**config.mk**
```make
export PLATFORM = sky130hd
export DESIGN_NAME = pwa_ctrl
export DESIGN_NICKNAME = d
export VERILOG_FILES = /design/src/rtl/pwa_pkg.sv /design/src/rtl/pwa_cmd_decode.sv /design/src/rtl/pwa_pw_store.sv /design/src/rtl/pwa_retry.sv /design/src/rtl/pwa_nv_timer.sv /design/src/rtl/pwa_ctrl.sv
export SDC_FILE = /design/constraint.sdc
export NUM_CORES = 1
export LEC_CHECK = 0
export ABC_CLOCK_PERIOD_IN_PS = 4900
export BUFFER_PORTS_ARGS = -buffer_cell sky130_fd_sc_hd__clkbuf_2
export CORE_ASPECT_RATIO = 1.4
export CORE_MARGIN = 2
export CORE_UTILIZATION = 50
export CTS_CLUSTER_DIAMETER = 120
export DETAILED_ROUTE_END_ITERATION = 6
export PLACE_DENSITY = 0.7
export SLEW_MARGIN = 5
export SYNTH_ARGS = -nofsm -noshare
export SYNTH_HDL_FRONTEND = slang
export SYNTH_SLANG_ARGS = --single-unit
```
**constraint.sdc**
```tcl
create_clock -name clk -period 4.9 [get_ports clk]
set_input_delay 0.245 -clock clk [delete_from_list [all_inputs] [get_ports clk]]
set_output_delay 0.245 -clock clk [all_outputs]
set_load 0.005 [all_outputs]
```
**src/rtl/pwa_pkg.sv**
```systemverilog
package pwa_pkg;
    localparam int NUM_PW = 5;
    localparam logic [7:0] POLL_CODE = 8'hF0;

    typedef logic [2:0] pw_sel_t;
    localparam pw_sel_t SEL_RST = 3'd4;

    typedef enum logic [2:0] {
        K_BAD, K_RD, K_WR, K_CHG, K_RSTPW, K_RSTDEV, K_POLL
    } cmd_kind_e;

    typedef enum logic [2:0] {
        S_STBY, S_CMD, S_PWD, S_POLL, S_ADDR, S_DATA
    } st_e;
endpackage

```
**src/rtl/pwa_cmd_decode.sv**
```systemverilog
module pwa_cmd_decode
    import pwa_pkg::*;
(
    input  logic [7:0] code_i,
    output cmd_kind_e  kind_o,
    output logic       arr_o,
    output pw_sel_t    sel_o
);
    // only codes with low three bits zero are legal
    always_comb begin
        kind_o = K_BAD;
        arr_o  = code_i[3];
        sel_o  = {1'b0, code_i[4], code_i[3]};
        if (code_i[2:0] == 3'b000) begin
            unique casez (code_i[7:3])
                5'b1000?: kind_o = K_RD;
                5'b1001?: kind_o = K_WR;
                5'b101??: kind_o = K_CHG;
                5'b11000: begin kind_o = K_CHG;    sel_o = SEL_RST; end
                5'b11100: begin kind_o = K_RSTPW;  sel_o = SEL_RST; end
                5'b11101: begin kind_o = K_RSTDEV; sel_o = SEL_RST; end
                5'b11110: kind_o = K_POLL;
                default:  kind_o = K_BAD;
            endcase
        end
    end
endmodule

```
**src/rtl/pwa_pw_store.sv**
```systemverilog
module pwa_pw_store
    import pwa_pkg::*;
#(
    parameter int PW_W = 64,
    parameter int NPW  = NUM_PW
) (
    input  logic            clk,
    input  logic            rst_n,
    input  pw_sel_t         sel_i,
    input  logic [PW_W-1:0] cand_i,
    input  logic            wr_i,
    input  pw_sel_t         wr_sel_i,
    input  logic [PW_W-1:0] wr_val_i,
    input  logic            zero_i,
    output logic            eq_o
);
    logic [NPW-1:0][PW_W-1:0] pw_all;

    for (genvar g = 0; g < NPW; g++) begin : g_ent
        logic [PW_W-1:0] val_d, val_q;

        always_comb begin
            val_d = val_q;
            if (zero_i)                                   val_d = '0;
            else if (wr_i && (wr_sel_i == pw_sel_t'(g)))  val_d = wr_val_i;
        end

        always_ff @(posedge clk or negedge rst_n) begin
            if (!rst_n) val_q <= '0;
            else        val_q <= val_d;
        end

        assign pw_all[g] = val_q;
    end

    // full-width compare; the controller samples it only on the last byte
    assign eq_o = (int'(sel_i) < NPW) && (pw_all[sel_i] == cand_i);
endmodule

```
**src/rtl/pwa_retry.sv**
```systemverilog
module pwa_retry #(
    parameter int MAX_FAIL = 8
) (
    input  logic clk,
    input  logic rst_n,
    input  logic fail_i,
    input  logic pass_i,
    input  logic unlock_i,
    output logic locked_o,
    output logic wipe_o
);
    localparam int CW = $clog2(MAX_FAIL + 1);

    typedef struct packed {
        logic [CW-1:0] cnt;
        logic          locked;
        logic          wipe;
    } rt_t;

    rt_t q, d;

    always_comb begin
        d      = q;
        d.wipe = 1'b0;
        if (unlock_i) begin
            d.cnt    = '0;
            d.locked = 1'b0;
        end else if (!q.locked) begin
            if (pass_i) begin
                d.cnt = '0;
            end else if (fail_i) begin
                if (q.cnt == CW'(MAX_FAIL)) begin
                    d.locked = 1'b1;
                    d.wipe   = 1'b1;
                    d.cnt    = '0;
                end else begin
                    d.cnt = q.cnt + 1'b1;
                end
            end
        end
    end

    always_ff @(posedge clk or negedge rst_n) begin
        if (!rst_n) q <= '0;
        else        q <= d;
    end

    assign locked_o = q.locked;
    assign wipe_o   = q.wipe;
endmodule

```
**src/rtl/pwa_nv_timer.sv**
```systemverilog
module pwa_nv_timer #(
    parameter int unsigned WC_CYCLES = 1000000
) (
    input  logic clk,
    input  logic rst_n,
    input  logic start_i,
    output logic busy_o
);
    localparam int CW = $clog2(WC_CYCLES + 1);

    typedef struct packed {
        logic [CW-1:0] cnt;
    } tm_t;

    tm_t q, d;

    always_comb begin
        d = q;
        if (start_i)          d.cnt = CW'(WC_CYCLES);
        else if (q.cnt != '0) d.cnt = q.cnt - 1'b1;
    end

    always_ff @(posedge clk or negedge rst_n) begin
        if (!rst_n) q <= '0;
        else        q <= d;
    end

    assign busy_o = (q.cnt != '0);
endmodule

```
**src/rtl/pwa_ctrl.sv**
```systemverilog
module pwa_ctrl
    import pwa_pkg::*;
#(
    parameter int unsigned WC_CYCLES    = 1000000,
    parameter int          MAX_FAIL     = 8,
    parameter int          SECTOR_BYTES = 64,
    parameter int          PW_BYTES     = 8
) (
    input  logic       clk,
    input  logic       rst_n,
    input  logic       start_i,
    input  logic       stop_i,
    input  logic       byte_valid_i,
    input  logic [7:0] byte_i,
    output logic       ack_valid_o,
    output logic       ack_o,
    output logic       grant_o,
    output logic       grant_arr_o,
    output logic       grant_wr_o,
    output logic       clear_o
);
    localparam int PW_W = 8 * PW_BYTES;
    localparam int PCW  = $clog2(PW_BYTES);
    localparam int DCW  = $clog2(SECTOR_BYTES + 1);

    typedef struct packed {
        st_e             st;
        cmd_kind_e       kind;
        logic            arr;
        pw_sel_t         sel;
        logic [PW_W-1:0] shift;
        logic [PCW-1:0]  pcnt;
        logic [DCW-1:0]  dcnt;
        logic            ok;
        logic            ackv;
        logic            ack;
        logic            grant;
        logic            clr;
    } ctl_t;

    ctl_t q, d;

    cmd_kind_e       dec_kind;
    logic            dec_arr;
    pw_sel_t         dec_sel;
    logic [PW_W-1:0] cand;
    logic            pw_eq, match;
    logic            locked, wipe, nv_busy;
    logic            nv_start, fail, pass, unlock, st_wr, zero_all;

    assign cand = {q.shift[PW_W-9:0], byte_i};

    pwa_cmd_decode u_dec (
        .code_i (byte_i),
        .kind_o (dec_kind),
        .arr_o  (dec_arr),
        .sel_o  (dec_sel)
    );

    pwa_pw_store #(.PW_W(PW_W), .NPW(NUM_PW)) u_store (
        .clk      (clk),
        .rst_n    (rst_n),
        .sel_i    (q.sel),
        .cand_i   (cand),
        .wr_i     (st_wr),
        .wr_sel_i (q.sel),
        .wr_val_i (q.shift),
        .zero_i   (zero_all),
        .eq_o     (pw_eq)
    );

    pwa_retry #(.MAX_FAIL(MAX_FAIL)) u_retry (
        .clk      (clk),
        .rst_n    (rst_n),
        .fail_i   (fail),
        .pass_i   (pass),
        .unlock_i (unlock),
        .locked_o (locked),
        .wipe_o   (wipe)
    );

    pwa_nv_timer #(.WC_CYCLES(WC_CYCLES)) u_timer (
        .clk     (clk),
        .rst_n   (rst_n),
        .start_i (nv_start),
        .busy_o  (nv_busy)
    );

    // while locked only the reset password may match
    assign match = pw_eq && (!locked || (q.sel == SEL_RST));

    always_comb begin
        d        = q;
        d.ackv   = 1'b0;
        d.ack    = 1'b0;
        d.clr    = 1'b0;
        fail     = 1'b0;
        pass     = 1'b0;
        unlock   = 1'b0;
        nv_start = 1'b0;
        st_wr    = 1'b0;
        zero_all = 1'b0;

        if (stop_i) begin
            if (q.st == S_DATA && q.kind == K_WR && q.dcnt != '0)
                nv_start = 1'b1;
            if (q.st == S_DATA && q.kind == K_CHG && q.dcnt == DCW'(PW_BYTES)) begin
                st_wr    = 1'b1;
                nv_start = 1'b1;
            end
            d.st = S_STBY;
        end else if (start_i) begin
            if (q.st != S_POLL) d.st = S_CMD;
        end else if (byte_valid_i) begin
            d.ackv = 1'b1;
            unique case (q.st)
                S_CMD: begin
                    if (!nv_busy && dec_kind != K_BAD && dec_kind != K_POLL) begin
                        d.ack  = 1'b1;
                        d.kind = dec_kind;
                        d.arr  = dec_arr;
                        d.sel  = dec_sel;
                        d.pcnt = '0;
                        d.st   = S_PWD;
                    end else begin
                        d.st = S_STBY;
                    end
                end
                S_PWD: begin
                    d.ack   = 1'b1;
                    d.shift = cand;
                    if (q.pcnt == PCW'(PW_BYTES - 1)) begin
                        d.ok     = match;
                        pass     = match;
                        fail     = !match;
                        nv_start = 1'b1;
                        d.st     = S_POLL;
                    end else begin
                        d.pcnt = q.pcnt + 1'b1;
                    end
                end
                S_POLL: begin
                    if (byte_i == POLL_CODE && nv_busy) begin
                        d.st = S_POLL;
                    end else if (byte_i == POLL_CODE && q.ok) begin
                        d.ack = 1'b1;
                        d.ok  = 1'b0;
                        unique case (q.kind)
                            K_RSTDEV: begin unlock = 1'b1; d.st = S_STBY; end
                            K_RSTPW: begin
                                zero_all = 1'b1;
                                d.clr    = 1'b1;
                                d.st     = S_STBY;
                            end
                            default: begin d.dcnt = '0; d.st = S_ADDR; end
                        endcase
                    end else begin
                        d.st = S_STBY;
                    end
                end
                S_ADDR: begin
                    d.ack = 1'b1;
                    if (q.dcnt == DCW'(1)) begin
                        d.dcnt = '0;
                        d.st   = S_DATA;
                    end else begin
                        d.dcnt = q.dcnt + 1'b1;
                    end
                end
                S_DATA: begin
                    if (q.kind == K_WR && q.dcnt < DCW'(SECTOR_BYTES)) begin
                        d.ack  = 1'b1;
                        d.dcnt = q.dcnt + 1'b1;
                    end else if (q.kind == K_CHG && q.dcnt < DCW'(PW_BYTES)) begin
                        d.ack   = 1'b1;
                        d.shift = cand;
                        d.dcnt  = q.dcnt + 1'b1;
                    end
                end
                default: d.st = S_STBY;
            endcase
        end

        d.grant = (d.st == S_ADDR || d.st == S_DATA) &&
                  (d.kind == K_RD || d.kind == K_WR);
    end

    always_ff @(posedge clk or negedge rst_n) begin
        if (!rst_n) q <= '0;
        else        q <= d;
    end

    assign ack_valid_o = q.ackv;
    assign ack_o       = q.ack;
    assign grant_o     = q.grant;
    assign grant_arr_o = q.arr;
    assign grant_wr_o  = (q.kind == K_WR);
    assign clear_o     = q.clr | wipe;
endmodule

```
# == Word level (Yosys, flattened, before mapping) ==
# Index checks and enable logic that the tools add are counted.
# word_totals
reg_bits,435
inputBits,13
output_inout_bits,6
elab_cells,219
# op_classes
add_sub_neg,4
order_cmp,4
eq_ne,42
n_mux,95
n_bitwise,3
n_reduce_logical,50
# op_table
op,count
$mux W64,13
$bmux W64 S3,1
$mux W84,2
$pmux W64 S2,1
$mux W87,1
$eq A64 B64 Y1,1
$mux W7,6
$mux W1,40
$mux W20,2
$mux W3,13
$eq A3 B3 Y1 const B,9
$eq A3 B2 Y1 const B,7
$pmux W7 S3,1
$eq A5 B5 Y1 const B,4
$reduce_bool A20 Y1,1
$sub A20 B1 Y20 const B,1
$logic_and A1 B1 Y1,18
$pmux W3 S6,1
$reduce_bool A2 Y1,9
$mux W8,2
$pmux W3 S5,1
$ne A2 B2 Y1 const B,7
$eq A4 B4 Y1 const B,3
$mux W6,2
35 further kinds,52

# == Depth between registers and ports, before layout ==
# depth
depth_word,15
depth_mapped,13
depth_no_buf,8

# == Cells and area by module ==
# A second synthesis with hierarchy kept.
# unflattened
cells_unflattened,2433
hier_area_um2,22191.3
# modules_own_cells
module,n_inst,cells_per_inst,area_each_um2
pwa_pw_store,1,1945,16508.3
pwa_ctrl,1,306,3963.8
pwa_nv_timer,1,131,1266.2
pwa_retry,1,31,322.8
pwa_cmd_decode,1,20,130.1

# == Worst setup path after synthesis ==
# OpenSTA, ideal clock, no wires.
# synth_timing
path_kind,reg2reg
startpoint,register q[79] in the netlist's numbering
endpoint,register u_retry.q[3] in the netlist's numbering
t_arrival_ns,2.822
setup_slack_ns,1.956
path_stages_with_launch,11
n_path_buf,2
synth_period_minus_slack_ns,2.944
cell_sequence,dfrtp_1 -> buf_6 -> buf_8 -> mux4_2 -> xnor2_1 -> nand4_1 -> o22ai_1 -> nand4_1 -> or4_1 -> or4_4 -> a32o_1
# synth_between
elab_chain_len,13
# synth_rtl
element,line_no,rtl
"start, declared",pwa_ctrl.sv:41,"ctl_t q, d;"
"start signal, assigned",pwa_ctrl.sv:189,if (!rst_n) q <= '0;
"start signal, assigned",pwa_ctrl.sv:190,else q <= d;
$bmux W64 S3,pwa_pw_store.sv:37,assign eq_o = (int'(sel_i) < NPW) && (pw_all[sel_i] == cand_i);
$mux W64 (implied by the code),pwa_pw_store.sv:37,
$eq A64 B64 Y1,pwa_pw_store.sv:37,
$logic_and A1 B1 Y1,pwa_pw_store.sv:37,
$logic_and A1 B1 Y1 (*),pwa_ctrl.sv:90,assign match = pw_eq && (!locked || (q.sel == SEL_RST));
$mux W1 / $logic_not A1 Y1 (equally long branches),"pwa_ctrl.sv:132, pwa_ctrl.sv:135",
"$mux W1, on equally long branches","pwa_ctrl.sv:116, pwa_ctrl.sv:132",
"$mux W1, on equally long branches","pwa_ctrl.sv:114, pwa_ctrl.sv:116",
"$mux W1, on equally long branches","pwa_ctrl.sv:112, pwa_ctrl.sv:114",
"$mux W1, on equally long branches","pwa_ctrl.sv:104, pwa_ctrl.sv:112",
$mux W4 / $mux W1 (equally long branches),"pwa_retry.sv:29, pwa_ctrl.sv:104",
$mux W6 / $reduce_bool A3 Y1 (equally long branches),n/a,
$mux W5 / $reduce_and A2 Y1 (equally long branches),n/a,
"end signal, assigned",pwa_retry.sv:44,if (!rst_n) q <= '0;
"end signal, assigned",pwa_retry.sv:45,else q <= d;
"end, declared",pwa_retry.sv:20,"rt_t q, d;"
# Every way passes the cells marked *; elsewhere a longest branch is shown, timed or not. The select of a mux whose other input is x is not followed.
# A chain may end at the register's enable or synchronous reset.

# == Worst setup path in the final report ==
# Same ends and word-level chain as after synthesis.

==> out/summary.txt <==
Avg WL per Cell - 23.8 µm
Reg2Reg Launch Point - q[79]
post-route cell area - 24,200 µm²
r2r endpoint - u_retry.q[3]
Routability Congestion - 0.944
Achievable Freq - 0.244 GHz
post-CTS sizing - 0
WP buf/inv - 0
DR vias - 18,000
Rel. slew slack - 16.6%
clk_lat worst skew - 0.57 ns
Buffers on Ports - 18
Worst R2R Setup Slack - 0.81 ns
Hold Vio Cnt, Final - 0
Synth top area share - 48.8%
Tmin final - 4.09 ns
CTS root buffer - clkbuf_16
Post-synth top cells - nand2_1, dfrtp_1, a21oi_1
FP Rows - 91
Area contributors post-synth - dfrtp_1, mux2i_1, nand2_1
H-tree levels - 2
CTS Hold Buffers Added - 4
Sw Pwr - 0.00168 W
placed inst area - 22,800 µm²
# setup viols final - 0
CP top delay family - simple AND/OR/NAND/NOR gates
hpwl dp - 43,700 µm
die extent in y - 254 µm
vias in the first global route - 18,000
critical path type - register to register
Worst-path clk slew - 0.06 ns
reg2reg path depth - 8
RSZ-0062 raised after global routing - false
syn nets - 2,406
Reg power frac - 51.2%
first-pass GRT wire length - 106,000 µm
vias per cell - 6.24
area delta synth->final - 8.47%
maximum fanout along the worst path - 37
sequential share of the synthesized area - 48.8%
Starting DRT DRC Count - 1,907
number of synthesized flops with an enable pin - 0
crit path cell chain - nor2b_1, a2bb2oi_1, o221ai_1, and3_1, nand4_1, or4_1, or4_4, a32o_1
status - finished clean
DRC - 0
Detailed Route WL - 68,500 µm
TritonCTS clock tree - done
Crit path arrival time - 4.54 ns
Cells after Synth - 2,384
fin. max-slew vios - 0
Synth area leader - dfrtp_1
internal cell power - 0.00559 W
LEAKAGE - 11.9 nW
Total Neg Setup Slack - 0 ns
Global Route Usage Sum - 29.8%
share of total power in combinational logic - 4.2%
peak supply drop - 265 µV
Max clock buf depth - 3
Synth Area in XOR/XNOR - 2.40%
Die Wd - 182 µm
ys async rst share - 100%
n_diodes - 0
main combinational cell family by area after synthesis - simple AND/OR/NAND/NOR gates
Setup crit start kind - register
core area - 44,100 µm²
setup repair bufs after CTS - 0
mux share of post-synthesis cell area - 14.1%
Worst path max stage delay - 1.06 ns
hold endpoint - cand[10]
Syn Std Cell Area - 22,300 µm²
share of cells above drive strength 1 - 9.70%
worst path required time - 5.34 ns
Hold Crit Start - byte_i[2]
most common cell in the netlist - nand2_1
Max Cap Viol - 0
Clock Skews - 0.0189 ns
power density over cell area - 301 nW/µm²
I/O pins - 19
Antenna Nets Post-Route - 0
syn_area_per_cell - 9.35 µm²
die area - 46,300 µm²
dpl ws - 0.887 ns
Hold WC Path Type - primary input to register
Tightest Pin Transition - 1.25 ns
initial core utilization - 50.6%
ys flop type - dfrtp_1
Final WS setup - 0.806 ns
first-pass detailed-route iteration total - 6
Slowest cell on crit path - nor2b_1
Clk pwr share - 44.7%
Simple-Gate Fraction of Synth Area - 16.5%
final layout net count - 2,311
initial antenna violation count - 0
number of buffers created by CTS - 42
Crit path depth - 8
Seq cells post-synth - 435
crit share post-route - 83.5%
Congestion Overflow GR - 0
compound-gate portion of the synthesized area - 12.8%
clock sinks - 435
post-synth cell types - 81
adder-cell share of the synthesized area - 0.505%
synth warn - 0
largest net degree at the start of global routing - 127
critical path endpoint category - register
switch share - 23.1%
hold path depth - 2
==> state kept, by name, summed over array words and instances (netlist names), 4 cells and up <==
signal and flops:
cand 56, u_store.g_ent.val_q 320, u_retry.q 4, u_timer.q 20, q 29
==> routing by layer <==
metal  up-vias  wire, µm  GRT usage (%)
met3       208      4240           4.20
met2       734     33600           50.5
met4         0      3880           16.3
met1      9040     26800           36.9
li1       7984         -              -
met5         -         0              0
==> power by group through the flow <==
stage          registers, W  clock network (W)  logic (W)
6_report            0.00372            0.00325   0.000303
5_1_grt             0.00372            0.00341   0.000341
4_1_cts             0.00372            0.00329   0.000308
3_5_place_dp        0.00378                  0   0.000303
3_3_place_gp        0.00378                  0   0.000292
2_1_floorplan       0.00374                  0   0.000182
==> worst max path at each step <==
| stage | to | startpoint |
|---|---|---|
| after floorplan | u_retry.q[3] | q[79] |
| after global placement | u_retry.q[3] | q[79] |
| after detailed placement | u_retry.locked_o | q[79] |
| after CTS | u_retry.q[3] | q[79] |
| after global routing | u_retry.locked_o | q[79] |
| final | u_retry.q[3] | q[79] |
==> stage by stage <==
step                instances  hold WS, ns  power [W]  util [%]
CTS                      2877       0.0451    0.00731      54.9
global placement         2799        0.294    0.00407      51.7
floorplan                2384      -0.0506    0.00392         -
detailed placement       2799        0.298    0.00409      51.7
global route             2877       0.0576    0.00748      54.9
finish                   2877       0.0724    0.00727      54.9
==> logic make-up (layout without fill, tap and decap cells) <==
| group | Yosys count | count (layout) |
|---|---|---|
| fa+ha+maj | 9 | 9 |
| xor+xnor | 61 | 61 |
| buf+inv | 247 | 182 |
| mux | 289 | 289 |
| flops | 435 | 435 |
| compound gates | 479 | 479 |
| simple gates | 864 | 864 |
==> worst reg2reg max path: cells and delay by family (launching register included) <==
kind               cells  cell delay (ns)
DFF                    1             0.72
and+or+nand+nor        5             2.53
AOI/OAI and AO/OA      3             0.75
==> layout make-up <==
type                    instances  area [µm²]
fillers                      3811       19900
flip-flops and latches        435       10900
multi-input cells            1702       10400
clock buffers                  64        1230
well taps                     558         698
repair buffers                 67         653
inverters                      41         154
clock inverters                10         119
==> placed cells by master (no fill, tap or decap), drive strengths merged, types with 42 or more instances in the layout <==
cell / netlist / layout
nand2: 523 / 523
dfrtp: 435 / 435
a21oi: 251 / 251
mux2i: 218 / 218
nor2: 175 / 175
clkbuf: 129 / 81
o21ai: 73 / 73
mux2: 56 / 56
buf: 77 / 46
inv: 40 / 42
Power figures use the tool's default switching activity.
